### src/rtl/ptrgen_pkg.sv
package ptrgen_pkg;
  typedef enum logic [1:0] {
    AM_PLAIN   = 2'd0,
    AM_POSTINC = 2'd1,
    AM_PREDEC  = 2'd2,
    AM_DISP    = 2'd3
  } amode_e;

  typedef enum logic [1:0] {
    PH_IDLE = 2'd0,
    PH_ADDR = 2'd1,
    PH_WB   = 2'd2
  } phase_e;
endpackage

### src/rtl/ptrgen_operand_sel.sv
module ptrgen_operand_sel #(
  parameter int NPTR = 3,
  parameter int PW   = 16,
  parameter int EW   = 8,
  parameter int SW   = 2,
  parameter logic [NPTR-1:0] DISP_MASK = 3'b110
) (
  input  logic [NPTR*PW-1:0] ptr_bus,
  input  logic [NPTR*EW-1:0] page_bus,
  input  logic [SW-1:0]      sel,
  input  logic               fwd_valid,
  input  logic [SW-1:0]      fwd_sel,
  input  logic [PW-1:0]      fwd_ptr,
  output logic [PW-1:0]      ptr_o,
  output logic [EW-1:0]      page_o,
  output logic               sel_ok,
  output logic               disp_ok
);
  logic [PW-1:0] ptrs  [NPTR];
  logic [EW-1:0] pages [NPTR];

  for (genvar i = 0; i < NPTR; i++) begin : g_unpack
    assign ptrs[i]  = ptr_bus[i*PW +: PW];
    assign pages[i] = page_bus[i*EW +: EW];
  end

  always_comb begin
    ptr_o   = '0;
    page_o  = '0;
    sel_ok  = 1'b0;
    disp_ok = 1'b0;
    for (int i = 0; i < NPTR; i++) begin
      if (sel == SW'(i)) begin
        ptr_o   = ptrs[i];
        page_o  = pages[i];
        sel_ok  = 1'b1;
        disp_ok = DISP_MASK[i];
      end
    end
    // bypass a write-back that the register file has not absorbed yet
    if (sel_ok && fwd_valid && (fwd_sel == sel))
      ptr_o = fwd_ptr;
  end
endmodule

### src/rtl/ptrgen_addr_calc.sv
module ptrgen_addr_calc
  import ptrgen_pkg::*;
#(
  parameter int PW = 16,
  parameter int EW = 8,
  parameter int DW = 6
) (
  input  logic [PW-1:0]    ptr,
  input  logic [EW-1:0]    page,
  input  amode_e           mode,
  input  logic [DW-1:0]    disp,
  input  logic             sel_ok,
  input  logic             disp_ok,
  output logic [EW+PW-1:0] addr,
  output logic [PW-1:0]    upd_ptr,
  output logic             wb_req,
  output logic             illegal
);
  logic [PW-1:0] inc_v, dec_v, sum_v;

  assign inc_v = ptr + PW'(1);
  assign dec_v = ptr - PW'(1);
  assign sum_v = ptr + PW'(disp);

  always_comb begin
    illegal = !sel_ok || ((mode == AM_DISP) && !disp_ok);
    addr    = {page, ptr};
    upd_ptr = ptr;
    wb_req  = 1'b0;
    unique case (mode)
      AM_PLAIN: ;
      AM_POSTINC: begin
        upd_ptr = inc_v;
        wb_req  = 1'b1;
      end
      AM_PREDEC: begin
        addr    = {page, dec_v};
        upd_ptr = dec_v;
        wb_req  = 1'b1;
      end
      AM_DISP: addr = {page, sum_v};
      default: ;
    endcase
    if (illegal) wb_req = 1'b0;
  end
endmodule

### src/rtl/ptrgen_seq.sv
module ptrgen_seq
  import ptrgen_pkg::*;
(
  input  logic clk,
  input  logic rst,
  input  logic req,
  output logic ready,
  output logic load,
  output logic in_addr
);
  phase_e ph_q;

  assign ready   = (ph_q != PH_ADDR);
  assign load    = req && ready;
  assign in_addr = (ph_q == PH_ADDR);

  always_ff @(posedge clk) begin
    if (rst)           ph_q <= PH_IDLE;
    else if (in_addr)  ph_q <= PH_WB;
    else if (load)     ph_q <= PH_ADDR;
    else               ph_q <= PH_IDLE;
  end
endmodule

### src/rtl/ptrgen_top.sv
module ptrgen_top
  import ptrgen_pkg::*;
#(
  parameter int NPTR = 3,
  parameter int PW   = 16,
  parameter int EW   = 8,
  parameter int DW   = 6,
  parameter int SW   = 2,
  parameter logic [NPTR-1:0] DISP_MASK = 3'b110
) (
  input  logic                 clk,
  input  logic                 rst,
  input  logic                 req,
  input  logic [SW-1:0]        ptr_sel,
  input  logic [1:0]           mode,
  input  logic [DW-1:0]        disp,
  input  logic [NPTR*PW-1:0]   ptr_bus,
  input  logic [NPTR*EW-1:0]   page_bus,
  output logic                 ready,
  output logic                 addr_valid,
  output logic [EW+PW-1:0]     addr,
  output logic                 illegal,
  output logic                 wb_valid,
  output logic [SW-1:0]        wb_sel,
  output logic [PW-1:0]        wb_ptr
);
  localparam int AW = EW + PW;

  logic          load, in_addr;
  logic [PW-1:0] cur_ptr, upd_ptr;
  logic [EW-1:0] cur_page;
  logic          sel_ok, disp_ok, wb_req, ill_c;
  logic [AW-1:0] addr_c;

  logic          av_q, ill_q, wbp_q, wbv_q;
  logic [AW-1:0] addr_q;
  logic [PW-1:0] upd_q, wbptr_q;
  logic [SW-1:0] sel_q, wbsel_q;

  ptrgen_seq u_seq (
    .clk(clk), .rst(rst), .req(req),
    .ready(ready), .load(load), .in_addr(in_addr)
  );

  ptrgen_operand_sel #(
    .NPTR(NPTR), .PW(PW), .EW(EW), .SW(SW), .DISP_MASK(DISP_MASK)
  ) u_opsel (
    .ptr_bus(ptr_bus), .page_bus(page_bus), .sel(ptr_sel),
    .fwd_valid(wbv_q), .fwd_sel(wbsel_q), .fwd_ptr(wbptr_q),
    .ptr_o(cur_ptr), .page_o(cur_page), .sel_ok(sel_ok), .disp_ok(disp_ok)
  );

  ptrgen_addr_calc #(.PW(PW), .EW(EW), .DW(DW)) u_calc (
    .ptr(cur_ptr), .page(cur_page), .mode(amode_e'(mode)), .disp(disp),
    .sel_ok(sel_ok), .disp_ok(disp_ok),
    .addr(addr_c), .upd_ptr(upd_ptr), .wb_req(wb_req), .illegal(ill_c)
  );

  always_ff @(posedge clk) begin
    if (rst) begin
      av_q    <= 1'b0;
      ill_q   <= 1'b0;
      wbp_q   <= 1'b0;
      wbv_q   <= 1'b0;
      addr_q  <= '0;
      upd_q   <= '0;
      sel_q   <= '0;
      wbptr_q <= '0;
      wbsel_q <= '0;
    end else begin
      av_q  <= load && !ill_c;
      ill_q <= load && ill_c;
      if (load) begin
        addr_q <= addr_c;
        upd_q  <= upd_ptr;
        sel_q  <= ptr_sel;
        wbp_q  <= wb_req;
      end
      wbv_q <= in_addr && wbp_q;
      if (in_addr) begin
        wbptr_q <= upd_q;
        wbsel_q <= sel_q;
      end
    end
  end

  assign addr_valid = av_q;
  assign addr       = addr_q;
  assign illegal    = ill_q;
  assign wb_valid   = wbv_q;
  assign wb_sel     = wbsel_q;
  assign wb_ptr     = wbptr_q;
endmodule

### config.mk
export PLATFORM = sky130hd
export DESIGN_NAME = ptrgen_top
export DESIGN_NICKNAME = d
export VERILOG_FILES = /design/src/rtl/ptrgen_pkg.sv /design/src/rtl/ptrgen_operand_sel.sv /design/src/rtl/ptrgen_addr_calc.sv /design/src/rtl/ptrgen_seq.sv /design/src/rtl/ptrgen_top.sv
export SDC_FILE = /design/constraint.sdc
export NUM_CORES = 1
export LEC_CHECK = 0
export BUFFER_PORTS_ARGS = -buffer_cell sky130_fd_sc_hd__buf_4
export CAP_MARGIN = 10
export CORE_MARGIN = 10
export CORE_UTILIZATION = 50
export CTS_BUF_LIST = sky130_fd_sc_hd__clkbuf_16
export DETAILED_ROUTE_END_ITERATION = 8
export PLACE_DENSITY = 0.77
export SYNTH_ARGS = -nofsm -noshare
export SYNTH_HDL_FRONTEND = slang
export SYNTH_SLANG_ARGS = --single-unit
### constraint.sdc
create_clock -name clk -period 5.29 [get_ports clk]
set_input_delay 1.587 -clock clk [delete_from_list [all_inputs] [get_ports clk]]
set_output_delay 1.587 -clock clk [all_outputs]
set_load 0.05 [all_outputs]
==> results.yml, run 1 <==
yosys:
  syn_avg_cell_area_um2: 7.65
  synth_top_cell_by_area: "dfxtp_1"
  synth_edf_count: 0
  synth_common_cells: "87 x nand2_1, 66 x a21oi_1, 66 x dfxtp_1"
  synth.area.top_cells: "dfxtp_1 27%, a21oi_1 6.8%, nand2_1 6.7%"
  synthArstFlopShare_pct: 0
  syn_inst: 633
  ys_seq_elements: 66
  yosysMostFrequentCell: "nand2_1"
  synth_area_um2: 4840
  yosysSeqAreaShare_pct: 27.3
  yosys_warnings: 0
  synth_cell_type_count: 64
  syn-num-nets: 734
  ys.flop_type: "dfxtp_1"
  yosys.area.top_type_share_pct: 27.3
detailed_routing:
  wirelength_um: 17100
  final_antenna_net_count: 0
  drcViolationCount: 0
  drt_iter0_drc: 685
  dr.pass1.iters: 8
  viasPerCell: 5.99
  num_vias: 5292
  wl_per_cell_um: 19.4
placement:
  place_congestion: 0.946
  io_buffers: 130
  place.detailed.hpwl_um: 12700
die:
  die_y_um: 118
  core_um2: 9330
  die_area_um2: 14000
  die_x_um: 118
  start_util_pct: 51.9
  rows: 35
  ios: 131
timing:
  min_period_ns: 4.82
  setup_viol: 0
  fin_skew_ns: 0.00964
  tightest_slew_ns: 1.03
  max_freq_ghz: 0.207
  timing.setup.tns_ns: 0
  finalCritPeriodShare_pct: 91.2
  timing.hold.ws_ns: 0.447
  report.final.slew_viol_count: 0
  slew_headroom_pct: 31.5
  hold_viol: 0
  rsz0062_at_grt: "false"
critical_path:
  path_delay_family: "simple AND/OR/NAND/NOR gates"
  cpMaxStageDelayCell: "nor3_2"
  crit_path_end: "addr[14]$_SDFFE_PP0P_"
  crit_chain: "buf_4 -> ha_1 -> nand2b_1 -> nor3_2 -> nand2_1 -> nand2_1 -> inv_1 -> fa_1 -> nor2b_1 -> o21ai_0 -> a21oi_1 -> nor2_1 -> nand4b_1 -> xnor2_1 -> a221oi_1 -> a211oi_1"
  criticalPathCategory: "in -> reg"
  startpoint: "ptr_sel[0]"
  critPathCaptureType: "flop"
  reg2reg_depth: 14
  cp_data_arrival_time_ns: 4.99
  regToRegStartpoint: "wb_sel[0]$_SDFFE_PP0P_"
  cp_max_fo: 8
  cp-start-kind: "primary input"
  crit_cells: 16
  reg2reg_to: "addr[14]$_SDFFE_PP0P_"
  reg2reg_slack_ns: 1.69
  worstPathRequired_ns: 5.45
  critical-path-max-stage-delay_ns: 0.56
  worst_path_most_repeated_cell: "nand2_1"
  path_buf_inv: 2
clocking:
  cts_sinks: 66
  cts_tree: "yes"
  cts_buffers: 9
  insertion_delay_ns: 0.33
  cts_root_buf: "clkbuf_16"
  postCtsSetupRepairBufs: 0
  htree_num_levels: 3
  clkSlewWorstSetupHoldPaths_ns: 0.06
  max-clock-path-buffers: 2
cells_and_area:
  finalNetCount: 850
  multi_input_area_um2: 3240
  synthToLayoutAreaGrowth_pct: 29.6
  regArea_um2: 1320
  nFillCells: 826
  n_antenna_cell: 0
  drive_gt1_share_pct: 25.7
global_routing:
  overflow: 0
  grt_pass1_vias: 5002
  grt_max_degree: 66
  grt_usage_pct: 23.1
  grt_pass1_wl_um: 27000
  antenna_found_initial: 0
worst_hold_path:
  hold_path.class: "reg -> reg"
run_status:
  outcome: "finished, final reports clean"
power:
  power_density_nw_per_um2: 273
  ir_drop_mv: 0.205
  leakage_nw: 2.62
job:
  drv_cap: 0
[repair_timing]
action,CTS,global route
endpoints found under the setup margin,0,1
resized for setup,0,1
hold buffers,0,0
hold endpoints to repair,0,0
[how the worst min path moves through the flow]
stage | startpoint | endpoint | slack (ns) | cells past startpoint
CTS | sel_q[1]$_SDFFE_PP0P_ | wb_sel[1]$_SDFFE_PP0P_ | 0.44 | 2
global route | upd_q[3]$_SDFFE_PP0P_ | wb_ptr[3]$_SDFFE_PP0P_ | 0.45 | 2
floorplan | upd_q[10]$_SDFFE_PP0P_ | wb_ptr[10]$_SDFFE_PP0P_ | 0.43 | 2
finish | upd_q[9]$_SDFFE_PP0P_ | wb_ptr[9]$_SDFFE_PP0P_ | 0.45 | 2
global placement | upd_q[9]$_SDFFE_PP0P_ | wb_ptr[9]$_SDFFE_PP0P_ | 0.44 | 2
detailed placement | sel_q[1]$_SDFFE_PP0P_ | wb_sel[1]$_SDFFE_PP0P_ | 0.44 | 2
[worst reg2reg max path: cells and delay by family (launching register included)]
kind | cells | cell delay, ns
and+or+nand+nor | 6 | 1.35
AOI/OAI and AO/OA | 4 | 0.75
DFF | 1 | 0.46
adders and majority gates | 1 | 0.45
xor gates and xnor gates | 2 | 0.29
buffers and inverters | 1 | 0.12
[power by group]
part | switching [W] | internal [W] | total (W) | leakage (nW)
clock | 0.000232 | 0.000412 | 0.000644 | 0.161
combinational | 0.000319 | 0.000199 | 0.000518 | 1.92
sequential | 0.0000200 | 0.000529 | 0.000549 | 0.541
[logic make-up (layout without fill, tap and decap cells)]
logic type | count (synthesis) | count (layout) | share of synthesized area (%)
flip-flops | 66 | 66 | 27.3
XOR/XNOR | 29 | 29 | 5.87
buffers and inverters | 69 | 190 | 5.89
adder cells (fa/ha/maj) | 16 | 16 | 4.29
AO/OA/AOI/OAI | 190 | 190 | 26.6
multiplexers | 25 | 25 | 5.63
AND/OR/NAND/NOR | 238 | 238 | 24.4
[stage by stage]
stage	power, W	utilization (%)	std cells	area [um2]	setup WS, ns
after floorplan	0.000891	-	633	4840	0.462
after global placement	0.00106	63.8	867	5950	0.236
after detailed placement	0.00107	63.8	867	5950	0.106
after CTS	0.00171	67.2	883	6270	0.450
after global routing	0.00179	67.2	883	6270	0.0923
final	0.00171	67.2	883	6270	0.465
[layout make-up]
cell class / instances / area share (%)
Multi-Input combinational cell: 498 / 51.6
Inverter: 20 / 1.20
Clock buffer: 9 / 3.59
Clock inverter: 7 / 1.52
Tap cell: 129 / 2.57
Timing Repair Buffer: 154 / 18.4
Sequential cell: 66 / 21.1
[state kept, by name (all words and copies together) (netlist names)]
signal / cells
illegal: 1
wbp_q: 1
addr_valid: 1
u_seq.ph_q: 2
sel_q: 2
upd_q: 16
addr: 24
wb_sel: 2
wb_valid: 1
wb_ptr: 16
[layout by cell type (no fill, tap or decap), drive strengths merged, types with 11 or more instances in the layout]
cell type and count:
a21oi 66, dfxtp 66, nor2 56, nor3 22
a2bb2oi 13, a211oi 26, o21ai 26, nand2 87
mux2i 23, inv 21, ha 15, a221oi 13
nand3b 17, nand4 11, xnor2 21, nand3 16
buf 154
[layer usage]
layer | up-vias | global-route usage, % | share of wire (%)
li1 | 2540 | - | -
met1 | 2471 | 31.4 | 46
met2 | 261 | 35.3 | 43
met3 | 20 | 6.09 | 9.6
met4 | 0 | 5.95 | 1.3
met5 | - | 0 | 0
No activity file was read; power rests on OpenSTA's default activity.
==> run 2: changes to the inputs <==
--- a/config.mk
+++ b/config.mk
@@ -7,11 +7,13 @@
 export LEC_CHECK = 0
 export BUFFER_PORTS_ARGS = -buffer_cell sky130_fd_sc_hd__buf_4
 export CAP_MARGIN = 10
+export CELL_PAD_IN_SITES_DETAIL_PLACEMENT = 0
+export CELL_PAD_IN_SITES_GLOBAL_PLACEMENT = 1
 export CORE_MARGIN = 10
-export CORE_UTILIZATION = 50
+export CORE_UTILIZATION = 38
 export CTS_BUF_LIST = sky130_fd_sc_hd__clkbuf_16
 export DETAILED_ROUTE_END_ITERATION = 8
-export PLACE_DENSITY = 0.77
+export PLACE_DENSITY_LB_ADDON = 0.1
 export SYNTH_ARGS = -nofsm -noshare
 export SYNTH_HDL_FRONTEND = slang
 export SYNTH_SLANG_ARGS = --single-unit
==> run 2 against run 1 <==
Combinational power is essentially flat. Maximum frequency is 2.1% higher. Non-clock buffer count rose by 5. Hold slack barely moved. Power decreased by 0.22%. Wire length is 4.2% higher. Clock skew decreased by 0.0015 ns. Setup slack better by 0.099 ns. Largest cell class unchanged. Critical path depth stayed put. Sequential power about the same. Sequential share of layout area down 0.26 points. Clock-buffer cell count did not move.
==> results.yml, run 2 (synthesis results as in run 1) <==
clocking:
  cts_tree: "yes"
  cts_resized: 0
  clkSlewWorstSetupHoldPaths_ns: 0.06
  insertion_delay_ns: 0.34
  cts_buffers: 9
  cts_root_buf: "clkbuf_16"
  postCtsSetupRepairBufs: 0
  cts_sinks: 66
  max-clock-path-buffers: 2
  htree_num_levels: 3
  hold_buffers: 0
detailed_routing:
  viasPerCell: 5.57
  wirelength_um: 17800
  num_vias: 5189
  drt_iter0_drc: 487
  dr.pass1.iters: 5
  drcViolationCount: 0
  final_antenna_net_count: 0
  wl_per_cell_um: 19.1
die:
  die_y_um: 133
  die_x_um: 133
  rows: 41
  start_util_pct: 38.5
  die_area_um2: 17700
  ios: 131
  core_um2: 12600
critical_path:
  path_delay_family: "simple AND/OR/NAND/NOR gates"
  cp_max_fo: 8
  criticalPathCategory: "in -> reg"
  reg2reg_depth: 14
  cp_data_arrival_time_ns: 4.90
  reg2reg_slack_ns: 1.77
  cpMaxStageDelayCell: "nor3_2"
  worstPathRequired_ns: 5.46
  worst_path_most_repeated_cell: "nand2_1"
  critical-path-max-stage-delay_ns: 0.55
  cp-start-kind: "primary input"
  crit_chain: "buf_4 -> ha_1 -> nand2b_1 -> nor3_2 -> nand2_1 -> nand2_1 -> inv_1 -> fa_1 -> nor2b_1 -> o21ai_0 -> a21oi_1 -> nor2_1 -> nand4b_1 -> xnor2_1 -> a221oi_1 -> a211oi_1"
  regToRegStartpoint: "wb_sel[0]$_SDFFE_PP0P_"
  path_buf_inv: 2
  reg2reg_to: "addr[14]$_SDFFE_PP0P_"
  startpoint: "ptr_sel[0]"
  critPathCaptureType: "flop"
global_routing:
  grt_pass1_wl_um: 27800
  gr-usage-met1_pct: 27.4
  grt_pass1_vias: 4921
  overflow: 0
  grt-busiest-layer: "met2"
  antenna_found_initial: 0
  grt_usage_pct: 19.4
  met2_usage_pct: 28.7
  grt_max_degree: 66
  use_met3_pct: 4.31
power:
  p_switching_w: 0.000571
  leakage_nw: 2.65
  total_power_w: 0.00171
  sw_frac_of_total_pct: 33.4
  ir_drop_mv: 0.134
  power_density_nw_per_um2: 269
  p_int_w: 0.00114
  combPwrFrac_pct: 30.5
  p_seq_share_pct: 32.1
  clockPowerShare_pct: 37.4
worst_hold_path:
  hold_path.class: "reg -> reg"
  min_from: "upd_q[10]$_SDFFE_PP0P_"
  worstHoldPathCells: 2
  hold_end: "wb_ptr[10]$_SDFFE_PP0P_"
placement:
  io_buffers: 130
  place_congestion: 0.887
  place.detailed.hpwl_um: 13400
  dpl_cell_area_um2: 6040
cells_and_area:
  finish.instance_area_um2: 6350
  final_common_cell: "buf_4"
  drive_gt1_share_pct: 25.8
  largest_register_ffs: 24
  n_antenna_cell: 0
  synthToLayoutAreaGrowth_pct: 31.2
  final_cell_mix: "159 x buf_4, 87 x nand2_1, 66 x a21oi_1, 66 x dfxtp_1, 56 x nor2_1"
  finalNetCount: 855
timing:
  max_freq_ghz: 0.212
  rsz0062_at_grt: "false"
  tightest_slew_ns: 1.09
  setup_viol: 0
  min_period_ns: 4.73
  fin_skew_ns: 0.00816
  timing.setup.tns_ns: 0
  hold_viol: 0
  finalCritPeriodShare_pct: 89.3
  report.final.slew_viol_count: 0
  slew_headroom_pct: 27.1
job:
  drv_cap: 0
run_status:
  outcome: "finished, final reports clean"
-- run 2: cell types whose count changed in the layout (fill, tap and decap cells not counted) --
cell and delta:
ha_1 +1, buf_4 +5, clkinv_1 +2, clkinv_4 -2, ha_2 -1
-- run 2: worst min-delay path, delay by kind of cell, from the launching register on --
kind | cells | cell delay (ns)
simple gates | 1 | 0.05
flops | 1 | 0.30
compound gates | 1 | 0.05
-- run 2: per-layer routing --
layer	wire, um	share of wire [%]
met5	0	0
met2	7490	42
met1	9010	51
met3	1090	6.1
met4	216	1.2
-- run 2: cell type report --
cell class,instances,area (um2)
timing repair buffer,159,1190
fill,1249,6220
multi-input combinational,498,3240
clock inverter,7,85.1
clock buffer,9,225
sequential,66,1320
tap,172,215
inverter,20,75.1
-- run 2: how the worst max path moves through the flow --
stage | slack, ns | depth (start not counted) | endpoint
after floorplan | 0.46 | 18 | addr[14]$_SDFFE_PP0P_
after global placement | 0.28 | 16 | addr[14]$_SDFFE_PP0P_
after detailed placement | 0.20 | 18 | addr[14]$_SDFFE_PP0P_
after CTS | 0.56 | 18 | addr[14]$_SDFFE_PP0P_
after global routing | 0.14 | 18 | addr[14]$_SDFFE_PP0P_
final | 0.56 | 16 | addr[14]$_SDFFE_PP0P_
-- run 2: power by group through the flow --
stage	Combinational (W)	Clock, W	Sequential (W)
after floorplan	0.000271	0	0.000620
after global placement	0.000515	0	0.000558
after detailed placement	0.000518	0	0.000558
after CTS	0.000521	0.000650	0.000548
after global routing	0.000568	0.000673	0.000552
final	0.000521	0.000639	0.000548
-- run 2: per-stage QoR --
stage,util (%),std cells,setup slack (ns),hold slack [ns]
after CTS,50.5,931,0.557,0.450
after global placement,48.1,915,0.284,0.438
final,50.5,931,0.564,0.447
after global routing,50.5,931,0.137,0.468
after floorplan,-,633,0.462,0.429
after detailed placement,48.1,915,0.204,0.443
==> run 3: changes to the inputs <==
--- a/config.mk
+++ b/config.mk
@@ -14,6 +14,7 @@
 export CTS_BUF_LIST = sky130_fd_sc_hd__clkbuf_16
 export DETAILED_ROUTE_END_ITERATION = 8
 export PLACE_DENSITY_LB_ADDON = 0.1
+export REMOVE_ABC_BUFFERS = 1
 export SYNTH_ARGS = -nofsm -noshare
 export SYNTH_HDL_FRONTEND = slang
 export SYNTH_SLANG_ARGS = --single-unit
==> run 3 against run 2 <==
Via count increased by 2.0%. Combinational power increased by 1%. Power decreased by 1.4%. Die area unchanged. Sequential power about the same. Core utilization increased by 0.29 points. Cell count increased by 0.75%. Flip-flop and latch count unchanged. Clock skew increased by 0.0020 ns. Largest cell class unchanged. Largest power group unchanged.
==> results.yml, run 3 (synthesis results as in run 1) <==
detailed_routing:
  wirelength_um: 18600
  viasPerCell: 5.64
  drcViolationCount: 0
  num_vias: 5292
  drt_iter0_drc: 387
  final_antenna_net_count: 0
  wl_per_cell_um: 19.8
  dr.pass1.iters: 6
placement:
  place.detailed.hpwl_um: 13600
  dpl_cell_area_um2: 6090
  io_buffers: 130
  place_congestion: 1.00
critical_path:
  cp_data_arrival_time_ns: 4.97
  crit_chain: "buf_4 -> ha_1 -> nand2b_1 -> nor3_2 -> nand2_1 -> nand2_1 -> inv_1 -> fa_1 -> nor2b_1 -> o21ai_0 -> a21oi_1 -> nor2_1 -> nand4b_1 -> xnor2_1 -> a221oi_1 -> a211oi_1"
  critPathCaptureType: "flop"
  worstPathRequired_ns: 5.49
  worst_path_most_repeated_cell: "nand2_1"
  critical-path-max-stage-delay_ns: 0.59
  criticalPathCategory: "in -> reg"
  cp_max_fo: 8
  cp-start-kind: "primary input"
  cpMaxStageDelayCell: "nor3_2"
global_routing:
  grt_pass1_wl_um: 28900
  met2_usage_pct: 33.7
  grt_usage_pct: 20.4
  antenna_found_initial: 0
  overflow: 0
  grt-busiest-layer: "met2"
  grt_max_degree: 66
  use_met3_pct: 3.60
  gr-usage-met1_pct: 25.6
  grt_pass1_vias: 5199
cells_and_area:
  largest_register_ffs: 24
  drive_gt1_share_pct: 26.8
  synthToLayoutAreaGrowth_pct: 31.9
  finish.instance_area_um2: 6390
  n_antenna_cell: 0
  final_util_pct: 50.8
  final_common_cell: "buf_4"
  finalNetCount: 862
  final_cell_mix: "166 x buf_4, 87 x nand2_1, 66 x a21oi_1, 66 x dfxtp_1, 56 x nor2_1"
job:
  drv_cap: 0
timing:
  hold_viol: 0
  tightest_slew_ns: 0.888
  slew_headroom_pct: 40.8
  fin_skew_ns: 0.0101
  max_freq_ghz: 0.210
  rsz0062_at_grt: "false"
  min_period_ns: 4.76
  finalCritPeriodShare_pct: 90.1
  setup_viol: 0
  report.final.slew_viol_count: 0
  timing.setup.tns_ns: 0
clocking:
  postCtsSetupRepairBufs: 0
  cts_buffers: 9
  htree_num_levels: 3
  cts_tree: "yes"
  cts_sinks: 66
  cts_resized: 0
  max-clock-path-buffers: 2
  cts_root_buf: "clkbuf_16"
  clkSlewWorstSetupHoldPaths_ns: 0.06
  hold_buffers: 0
  insertion_delay_ns: 0.35
die:
  rows: 41
  ios: 131
  start_util_pct: 38.5
  die_area_um2: 17700
  die_x_um: 133
  core_um2: 12600
  die_y_um: 133
power:
  leakage_nw: 2.67
  power_density_nw_per_um2: 264
  ir_drop_mv: 0.140
  total_power_w: 0.00168
worst_hold_path:
  hold_path.class: "reg -> reg"
run_status:
  outcome: "finished, final reports clean"
-- run 3: cell count changes in the layout (fill, tap and decap cells not counted), sizes merged --
cell      change
buf           +7
bufinv        -1
clkinvlp      +1
-- run 3: layout make-up --
cell class | count | area (um2)
clock buffers | 9 | 225
clock inverters | 7 | 68.8
fillers | 1267 | 6180
inverters | 20 | 75.1
multi-input cells | 498 | 3240
flip-flops and latches | 66 | 1320
well taps | 172 | 215
repair buffers | 166 | 1250
-- run 3: worst paths after layout --
path | slack (ns) | start | depth (start not counted) | to
worst min register to register | 0.45 | sel_q[1]$_SDFFE_PP0P_ | 2 | wb_sel[1]$_SDFFE_PP0P_
worst min-delay path | 0.45 | sel_q[1]$_SDFFE_PP0P_ | 2 | wb_sel[1]$_SDFFE_PP0P_
worst max-delay path | 0.53 | ptr_sel[0] | 16 | addr[14]$_SDFFE_PP0P_
worst max register to register | 1.72 | wb_sel[0]$_SDFFE_PP0P_ | 14 | addr[14]$_SDFFE_PP0P_
-- run 3: through the flow --
step / hold WS, ns / setup slack [ns] / cells
5_1_grt: 0.463 / 0.264 / 938
3_5_place_dp: 0.444 / 0.222 / 922
3_3_place_gp: 0.435 / 0.346 / 922
6_report: 0.449 / 0.525 / 938
2_1_floorplan: 0.423 / 0.154 / 584
4_1_cts: 0.454 / 0.565 / 938
-- run 3: per-layer routing --
layer | part of all wire (%) | routed length (um)
met5 | 0 | 0
met4 | 1.8 | 342
met3 | 5.9 | 1090
met2 | 48 | 8980
met1 | 44 | 8150
-- run 3: report_power, final --
part | switching (W) | internal, W | leakage [nW]
combinational | 0.000322 | 0.000204 | 1.98
sequential | 0.0000193 | 0.000529 | 0.541
clock | 0.000245 | 0.000364 | 0.143
-- run 3: worst max-delay path: cells and delay by family --
kind / cells / cell delay [ns]
AO/OA/AOI/OAI: 4 / 0.79
XOR/XNOR: 1 / 0.15
adder cells (fa/ha/maj): 2 / 0.66
buffers and inverters: 2 / 0.27
AND/OR/NAND/NOR: 7 / 1.52
